[src/rtl/copy_seq_pkg.sv]
package copy_seq_pkg;
  localparam int DESC_W = 128;
  localparam int ADDR_W = 37;
  localparam int LEN_W  = 16;
  localparam int META_W = 16;
  localparam int SUM_W  = 18;

  typedef struct packed {
    logic [ADDR_W-1:0] addr;
    logic              vc;
    logic [LEN_W-1:0]  len;
    logic              hash_en;
    logic              src_swap;
    logic              dst_swap;
    logic              gather;
    logic              barrier;
    logic [META_W-1:0] meta;
  } desc_fields_t;

  typedef struct packed {
    logic              hash_en;
    logic              src_swap;
    logic              dst_swap;
    logic [META_W-1:0] meta;
  } xfer_attr_t;
endpackage

[src/rtl/desc_unpack.sv]
module desc_unpack
  import copy_seq_pkg::*;
(
  input  logic [DESC_W-1:0] raw,
  output desc_fields_t      f
);
  localparam int W1 = 32;
  localparam int W2 = 64;
  localparam int HI_ADDR_BITS = ADDR_W - 32;

  logic [31:0] word0, word1, word2;
  assign word0 = raw[31:0];
  assign word1 = raw[W1 +: 32];
  assign word2 = raw[W2 +: 32];

  always_comb begin
    f          = '0;
    f.addr     = {word1[HI_ADDR_BITS-1:0], word0};
    f.vc       = word1[7];
    f.hash_en  = word1[8];
    f.src_swap = word1[9];
    f.dst_swap = word1[10];
    f.gather   = word1[11];
    f.barrier  = word1[13];
    f.len      = word1[31:16];
    f.meta     = word2[15:0];
  end

  // reserved, ring id and loop count are dropped
  logic unused_bits;
  assign unused_bits = ^{word1[6:5], word1[12], word1[15:14], word2[31:16], raw[127:96]};
endmodule

[src/rtl/chain_tracker.sv]
module chain_tracker
  import copy_seq_pkg::*;
(
  input  logic         clk,
  input  logic         rst_n,
  input  logic         accept,
  input  desc_fields_t f,
  output logic         eff_src_swap,
  output logic         done_valid,
  output logic [SUM_W-1:0] done_len,
  output xfer_attr_t   done_attr
);
  logic             open_q;
  logic [SUM_W-1:0] sum_q;
  xfer_attr_t       attr_q;
  logic             first;
  logic [SUM_W-1:0] sum_nx;
  xfer_attr_t       attr_in, attr_eff;

  always_comb begin
    first            = !open_q;
    attr_in.hash_en  = f.hash_en;
    attr_in.src_swap = f.src_swap;
    attr_in.dst_swap = f.dst_swap;
    attr_in.meta     = f.meta;
    attr_eff         = first ? attr_in : attr_q;
    sum_nx           = (first ? '0 : sum_q) + SUM_W'(f.len);
    eff_src_swap     = attr_eff.src_swap;
  end

  always_ff @(posedge clk) begin
    if (!rst_n) begin
      open_q     <= 1'b0;
      sum_q      <= '0;
      attr_q     <= '0;
      done_valid <= 1'b0;
      done_len   <= '0;
      done_attr  <= '0;
    end else begin
      done_valid <= 1'b0;
      if (accept) begin
        open_q <= f.gather;
        sum_q  <= sum_nx;
        if (first) attr_q <= attr_in;
        if (!f.gather) begin
          done_valid <= 1'b1;
          done_len   <= sum_nx;
          done_attr  <= attr_eff;
        end
      end
    end
  end

  AST_DONE_SPACED: assert property (@(posedge clk) disable iff (!rst_n)
    done_valid |=> !done_valid);
endmodule

[src/rtl/rd_return_path.sv]
module rd_return_path #(
  parameter int DEPTH  = 4,
  parameter int DATA_W = 32
) (
  input  logic              clk,
  input  logic              rst_n,
  input  logic              push,
  input  logic              push_swap,
  input  logic              rdi_valid,
  output logic              rdi_ready,
  input  logic [DATA_W-1:0] rdi_data,
  input  logic              rdi_last,
  output logic              rdo_valid,
  input  logic              rdo_ready,
  output logic [DATA_W-1:0] rdo_data,
  output logic              rdo_last,
  output logic              full,
  output logic              idle
);
  localparam int PTR_W  = (DEPTH > 1) ? $clog2(DEPTH) : 1;
  localparam int CNT_W  = $clog2(DEPTH + 1);
  localparam int DWORDS = DATA_W / 32;

  logic [DEPTH-1:0] swap_q;
  logic [PTR_W-1:0] wr_q, rd_q;
  logic [CNT_W-1:0] cnt_q;
  logic             pop;
  logic [DATA_W-1:0] swapped;

  assign rdi_ready = rdo_ready;
  assign rdo_valid = rdi_valid;
  assign rdo_last  = rdi_last;
  assign pop       = rdi_valid && rdo_ready && rdi_last;
  assign full      = (cnt_q == CNT_W'(DEPTH));
  assign idle      = (cnt_q == '0);

  for (genvar d = 0; d < DWORDS; d++) begin : g_dw
    for (genvar b = 0; b < 4; b++) begin : g_byte
      assign swapped[32*d + 8*b +: 8] = rdi_data[32*d + 8*(3-b) +: 8];
    end
  end

  assign rdo_data = swap_q[rd_q] ? swapped : rdi_data;

  function automatic logic [PTR_W-1:0] bump(input logic [PTR_W-1:0] p);
    return (p == PTR_W'(DEPTH - 1)) ? '0 : p + 1'b1;
  endfunction

  always_ff @(posedge clk) begin
    if (!rst_n) begin
      swap_q <= '0;
      wr_q   <= '0;
      rd_q   <= '0;
      cnt_q  <= '0;
    end else begin
      if (push) begin
        swap_q[wr_q] <= push_swap;
        wr_q         <= bump(wr_q);
      end
      if (pop) rd_q <= bump(rd_q);
      if (push && !pop)      cnt_q <= cnt_q + 1'b1;
      else if (pop && !push) cnt_q <= cnt_q - 1'b1;
    end
  end

  AST_NO_OVERFLOW: assert property (@(posedge clk) disable iff (!rst_n)
    push |-> !full);
  AST_POP_NONEMPTY: assert property (@(posedge clk) disable iff (!rst_n)
    pop |-> !idle);
endmodule

[src/rtl/copy_chain_seq.sv]
module copy_chain_seq
  import copy_seq_pkg::*;
#(
  parameter int OUTST  = 4,
  parameter int DATA_W = 32
) (
  input  logic                 clk,
  input  logic                 rst_n,
  input  logic                 desc_valid,
  output logic                 desc_ready,
  input  logic [DESC_W-1:0]    desc_data,
  output logic                 cmd_valid,
  input  logic                 cmd_ready,
  output logic [ADDR_W-1:0]    cmd_addr,
  output logic                 cmd_vc,
  output logic [LEN_W-1:0]     cmd_len,
  input  logic                 rdi_valid,
  output logic                 rdi_ready,
  input  logic [DATA_W-1:0]    rdi_data,
  input  logic                 rdi_last,
  output logic                 rdo_valid,
  input  logic                 rdo_ready,
  output logic [DATA_W-1:0]    rdo_data,
  output logic                 rdo_last,
  output logic                 done_valid,
  output logic [SUM_W-1:0]     done_len,
  output logic                 done_hash_en,
  output logic                 done_src_swap,
  output logic                 done_dst_swap,
  output logic [META_W-1:0]    done_meta
);
  desc_fields_t f;
  xfer_attr_t   d_attr;
  logic         accept, issue, eff_swap, rd_full, rd_idle;
  logic         pend_q, bar_q, swap_q;

  desc_unpack u_unpack (.raw(desc_data), .f(f));

  assign desc_ready = !pend_q;
  assign accept     = desc_valid && desc_ready;

  chain_tracker u_chain (
    .clk(clk), .rst_n(rst_n), .accept(accept), .f(f),
    .eff_src_swap(eff_swap), .done_valid(done_valid),
    .done_len(done_len), .done_attr(d_attr)
  );

  assign done_hash_en  = d_attr.hash_en;
  assign done_src_swap = d_attr.src_swap;
  assign done_dst_swap = d_attr.dst_swap;
  assign done_meta     = d_attr.meta;

  assign cmd_valid = pend_q && !rd_full && !(bar_q && !rd_idle);
  assign issue     = cmd_valid && cmd_ready;

  always_ff @(posedge clk) begin
    if (!rst_n) begin
      pend_q   <= 1'b0;
      bar_q    <= 1'b0;
      swap_q   <= 1'b0;
      cmd_addr <= '0;
      cmd_vc   <= 1'b0;
      cmd_len  <= '0;
    end else if (accept) begin
      pend_q   <= 1'b1;
      bar_q    <= f.barrier;
      swap_q   <= eff_swap;
      cmd_addr <= f.addr;
      cmd_vc   <= f.vc;
      cmd_len  <= f.len;
    end else if (issue) begin
      pend_q <= 1'b0;
    end
  end

  rd_return_path #(.DEPTH(OUTST), .DATA_W(DATA_W)) u_rd (
    .clk(clk), .rst_n(rst_n), .push(issue), .push_swap(swap_q),
    .rdi_valid(rdi_valid), .rdi_ready(rdi_ready), .rdi_data(rdi_data),
    .rdi_last(rdi_last), .rdo_valid(rdo_valid), .rdo_ready(rdo_ready),
    .rdo_data(rdo_data), .rdo_last(rdo_last), .full(rd_full), .idle(rd_idle)
  );

  AST_CMD_STABLE: assert property (@(posedge clk) disable iff (!rst_n)
    cmd_valid && !cmd_ready |=> cmd_valid && $stable(cmd_addr) && $stable(cmd_len) && $stable(cmd_vc));
  AST_BARRIER_WAIT: assert property (@(posedge clk) disable iff (!rst_n)
    cmd_valid && bar_q |-> rd_idle);
  AST_ONE_SLOT: assert property (@(posedge clk) disable iff (!rst_n)
    cmd_valid |-> !desc_ready);
endmodule

[config.mk]
export PLATFORM = sky130hd
export DESIGN_NAME = copy_chain_seq
export DESIGN_NICKNAME = d
export VERILOG_FILES = /design/src/rtl/copy_seq_pkg.sv /design/src/rtl/desc_unpack.sv /design/src/rtl/chain_tracker.sv /design/src/rtl/rd_return_path.sv /design/src/rtl/copy_chain_seq.sv
export SDC_FILE = /design/constraint.sdc
export NUM_CORES = 1
export LEC_CHECK = 0
export BUFFER_PORTS_ARGS = -buffer_cell sky130_fd_sc_hd__buf_2
export CAP_MARGIN = 5
export CORE_ASPECT_RATIO = 0.8
export CORE_MARGIN = 5
export CORE_UTILIZATION = 48
export DETAILED_ROUTE_END_ITERATION = 6
export PLACE_DENSITY = 0.84
export SYNTH_ARGS = -nofsm -noshare
export SYNTH_HDL_FRONTEND = slang
export SYNTH_SLANG_ARGS = --single-unit
[constraint.sdc]
create_clock -name clk -period 3 [get_ports clk]
set_input_delay 0.6 -clock clk [delete_from_list [all_inputs] [get_ports clk]]
set_output_delay 0.6 -clock clk [all_outputs]
set_load 0.005 [all_outputs]
==> flow_summary.yaml <==
power_and_ir_drop:
  comb_power_share: 0.138
  clkPwrFrac: 0.427
  power_report.internal_total_mw: 3.54
  net-switching-power_mw: 1.24
  power_leakage_nw: 3.92
  power_switching_share: 0.260
  power.share.sequential: 0.435
  p_per_area_nw_per_um2: 550
  ir_drop_v: 0.000390
cells_and_area:
  number_of_fillers_in_the_final_layout: 1180
  total_area_of_sequential_cells_um2: 2860
  multi_input_comb_area_um2: 3680
  fin_nets: 1197
  layout-drive-gt1-share: 0.319
  area.growth.synth_to_final_pct: 27.9
global_route:
  grt.overflow.total: 0
  grt_start_max_net_pins: 73
  wire_length_of_the_first_global_routing_pass_um: 29200
  grt_antenna_before_repair: 0
  groute.usage.overall: 0.219
  number_of_global_route_vias_before_repair: 6095
worst_hold_path:
  hold_path_depth: 3
  hold-path-endpoint: "cmd_addr[16]$_SDFFE_PN0P_"
  min_path_type: "in2reg"
  hold_path_startpoint: "desc_data[16]"
sta:
  timing.setup.tns_ns: 0
  finalCriticalPeriod_ns: 2.80
  max_slew.worst_pin.slew_ns: 0.798
  period_share: 0.934
  finalClockSkew_ns: 0.0113
  report.final.setup_viol: 0
  timing_hold_violations_final: 0
  final_count_of_pins_violating_max_slew: 0
  rsz0062_at_grt: "no"
  timing.max_slew.rel_slack: 0.468
  fmaxAchievable_mhz: 357
  setup_ws_ns: 0.198
detailed_routing:
  antenna_left: 0
  vias_per_cell: 5.26
  routed-via-count: 6308
  route.detailed.wl_per_inst_um: 15.5
  drt_wl_total_um: 18600
  drt_pass1_iterations: 5
  post-route-drc-count: 0
  drt_first_iter_violations: 358
synthesis:
  netlist_top_cells_count: "sky130_fd_sc_hd__nand2_1, sky130_fd_sc_hd__dfxtp_1, sky130_fd_sc_hd__a21boi_0"
  top_post_synthesis_cells_by_area: "sky130_fd_sc_hd__dfxtp_1, sky130_fd_sc_hd__nand2_1, sky130_fd_sc_hd__a21boi_0, sky130_fd_sc_hd__mux2_2, sky130_fd_sc_hd__ha_1"
  yosys.area.top_type_share: 0.422
  synth_warn: 0
  post_synth.cell_area_avg_um2: 8.63
  yosys.area.top_type: "sky130_fd_sc_hd__dfxtp_1"
  yosysUniqueCellTypes: 52
  synthMostInstantiatedCell: "sky130_fd_sc_hd__nand2_1"
  ys_seq_area_frac: 0.422
  number_of_enable_type_register_cells_in_the_synthesized_netlist: 0
  most_used_flip_flop_cell_after_synthesis: "sky130_fd_sc_hd__dfxtp_1"
  mappedNetlistArea_um2: 6790
  synth_nets: 978
  async_flop_share: 0
  netlist_instances: 787
  synth.ff_latch_count: 143
setup_path:
  setup.worst_path.end_class: "output port"
  critical_path.max_stage_delay_ns: 0.85
  critPathTopFamily: "multiplexers"
  r2r_start: "u_chain.open_q$_SDFFE_PN0P_"
  path_cells: "mux4_2 > mux2_2 > buf_2"
  path_class: "reg2out"
  timing.critical_path.required_ns: 2.40
  critPathSlowestCell: "sky130_fd_sc_hd__mux4_2"
  regToRegSetupSlack_ns: 0.33
  reg2reg_depth: 8
  startpoint_type: "flip-flop"
  r2r_end: "u_chain.sum_q[16]$_SDFFE_PN0P_"
  critical_path.max_fanout: 32
  sum_of_buffers_and_inverters_on_the_critical_path: 1
  worstPathArrival_ns: 2.20
place:
  gp_congestion: 0.886
  buffer_ports.inserted: 242
  hpwl_um: 13600
  pre_cts_slack_ns: 0.248
clock_tree:
  clk_path_buf_depth: 2
  clock_tree_from_tritoncts: "yes"
  clock_insertion_delay_worst_skew_ns: 0.42
  root_driver: "sky130_fd_sc_hd__clkbuf_16"
  holdBufCountCts: 0
  cts.repair.resized: 0
  cts_htree_levels: 4
  numCtsBuffers: 17
  post-cts-setup-buffer-count: 0
  worst_setup_hold_path_clk_slew_ns: 0.06
  clock_sinks: 143
floorplanning:
  floorplan.die_area_um2: 16600
  io_pins: 296
  chipHeight_um: 116
  core_area_um2: 13700
  row_count: 38
  die_w_um: 143
  initial_core_util: 0.496
flow_run:
  cap_viol_max_count: 0
outcome:
  status: "finished, final reports clean"
## routing by layer
layer | GRT usage | wire (µm) | vias up | share of wire
met2 | 0.381 | 8940 | 234 | 0.48
met5 | 0 | 0 | - | 0
met3 | 0.0790 | 1830 | 29 | 0.098
met4 | 0.0621 | 257 | 0 | 0.014
met1 | 0.257 | 7570 | 2915 | 0.41
li1 | - | - | 3130 | -
## sequential cells by signal, indices dropped and copies added, names as in the netlist
name	flops
cmd_addr	37
bar_q	1
u_rd.swap_q	4
cmd_len	16
pend_q	1
u_chain.done_valid	1
u_chain.open_q	1
u_chain.done_attr	19
u_rd.wr_q	2
u_rd.cnt_q	3
u_chain.sum_q	18
u_rd.rd_q	2
u_chain.done_len	18
cmd_vc	1
u_chain.attr_q	19
## power by group through the flow
stage / clock network (mW) / registers, mW / logic [mW]
floorplan: 0 / 2.11 / 0.376
global route: 2.17 / 2.09 / 0.740
finish: 2.04 / 2.08 / 0.661
detailed placement: 0 / 2.12 / 0.664
global placement: 0 / 2.11 / 0.648
CTS: 2.08 / 2.08 / 0.668
## cell type report
class | count | area share
diodes | 1 | 0.000288
clock buffers | 19 | 0.0498
clock inverters | 13 | 0.0161
inverters | 12 | 0.00519
multi-input cells | 579 | 0.424
flip-flops and latches | 143 | 0.330
well taps | 180 | 0.0259
repair buffers | 253 | 0.149
## worst min-delay path, cell delays in order
cell                       delay, ns
sky130_fd_sc_hd__buf_2          0.10
sky130_fd_sc_hd__nand2_1        0.04
sky130_fd_sc_hd__a21boi_0       0.06
## cell families (layout without fill, tap and decap cells)
group,after synthesis,in the layout,share of synthesized area
muxes,56,56,0.0903
xor gates and xnor gates,11,11,0.0142
AOI/OAI and AO/OA,193,193,0.202
buffers and inverters,65,297,0.0381
and+or+nand+nor,295,295,0.187
DFF,143,143,0.422
other,0,1,0
adders and majority gates,24,24,0.0464
## cell usage in the layout, fill, tap and decap left out, drive strengths merged, types with 2 or more instances in the layout
master / count
buf: 253
nand2: 210
dfxtp: 143
a21boi: 89
o21ai: 40
mux2: 32
mux2i: 23
ha: 22
and2: 20
nand3: 19
clkbuf: 19
a21oi: 17
nor2: 16
inv: 13
o211ai: 9
nor2b: 8
xnor2: 7
a22o: 7
nor3: 7
a21o: 6
clkinv: 6
nor3b: 5
o31ai: 4
xor2: 4
clkinvlp: 4
nand2b: 4
o21a: 3
a32o: 3
nand4: 2
or3: 2
a211oi: 2
a31oi: 2
a221o: 2
fa: 2
bufinv: 2
## per-stage QoR
step	util	instance area, µm²	power (mW)	hold slack, ns	std cells
5_1_grt	0.634	8680	5.00	0.416	1199
6_report	0.634	8680	4.78	0.424	1200
3_5_place_dp	0.592	8110	2.78	0.439	1167
4_1_cts	0.634	8680	4.82	0.407	1199
3_3_place_gp	0.592	8110	2.76	0.430	1167
2_1_floorplan	-	6790	2.49	0.436	787
## worst max-delay path by stage
stage	startpoint	to	slack [ns]	cells past startpoint
6_report	u_rd.rd_q[0]$_SDFFE_PN0P_	rdo_data[20]	0.20	3
5_1_grt	u_rd.rd_q[0]$_SDFFE_PN0P_	rdo_data[20]	0.11	3
4_1_cts	u_rd.rd_q[0]$_SDFFE_PN0P_	rdo_data[20]	0.17	3
3_5_place_dp	desc_data[48]	u_chain.sum_q[16]$_SDFFE_PN0P_	0.25	10
3_3_place_gp	desc_data[48]	u_chain.done_len[14]$_SDFFE_PN0P_	0.28	10
2_1_floorplan	u_chain.open_q$_SDFFE_PN0P_	u_chain.done_len[16]$_SDFFE_PN0P_	0.35	12
No activity file was read; power rests on OpenSTA's default activity.
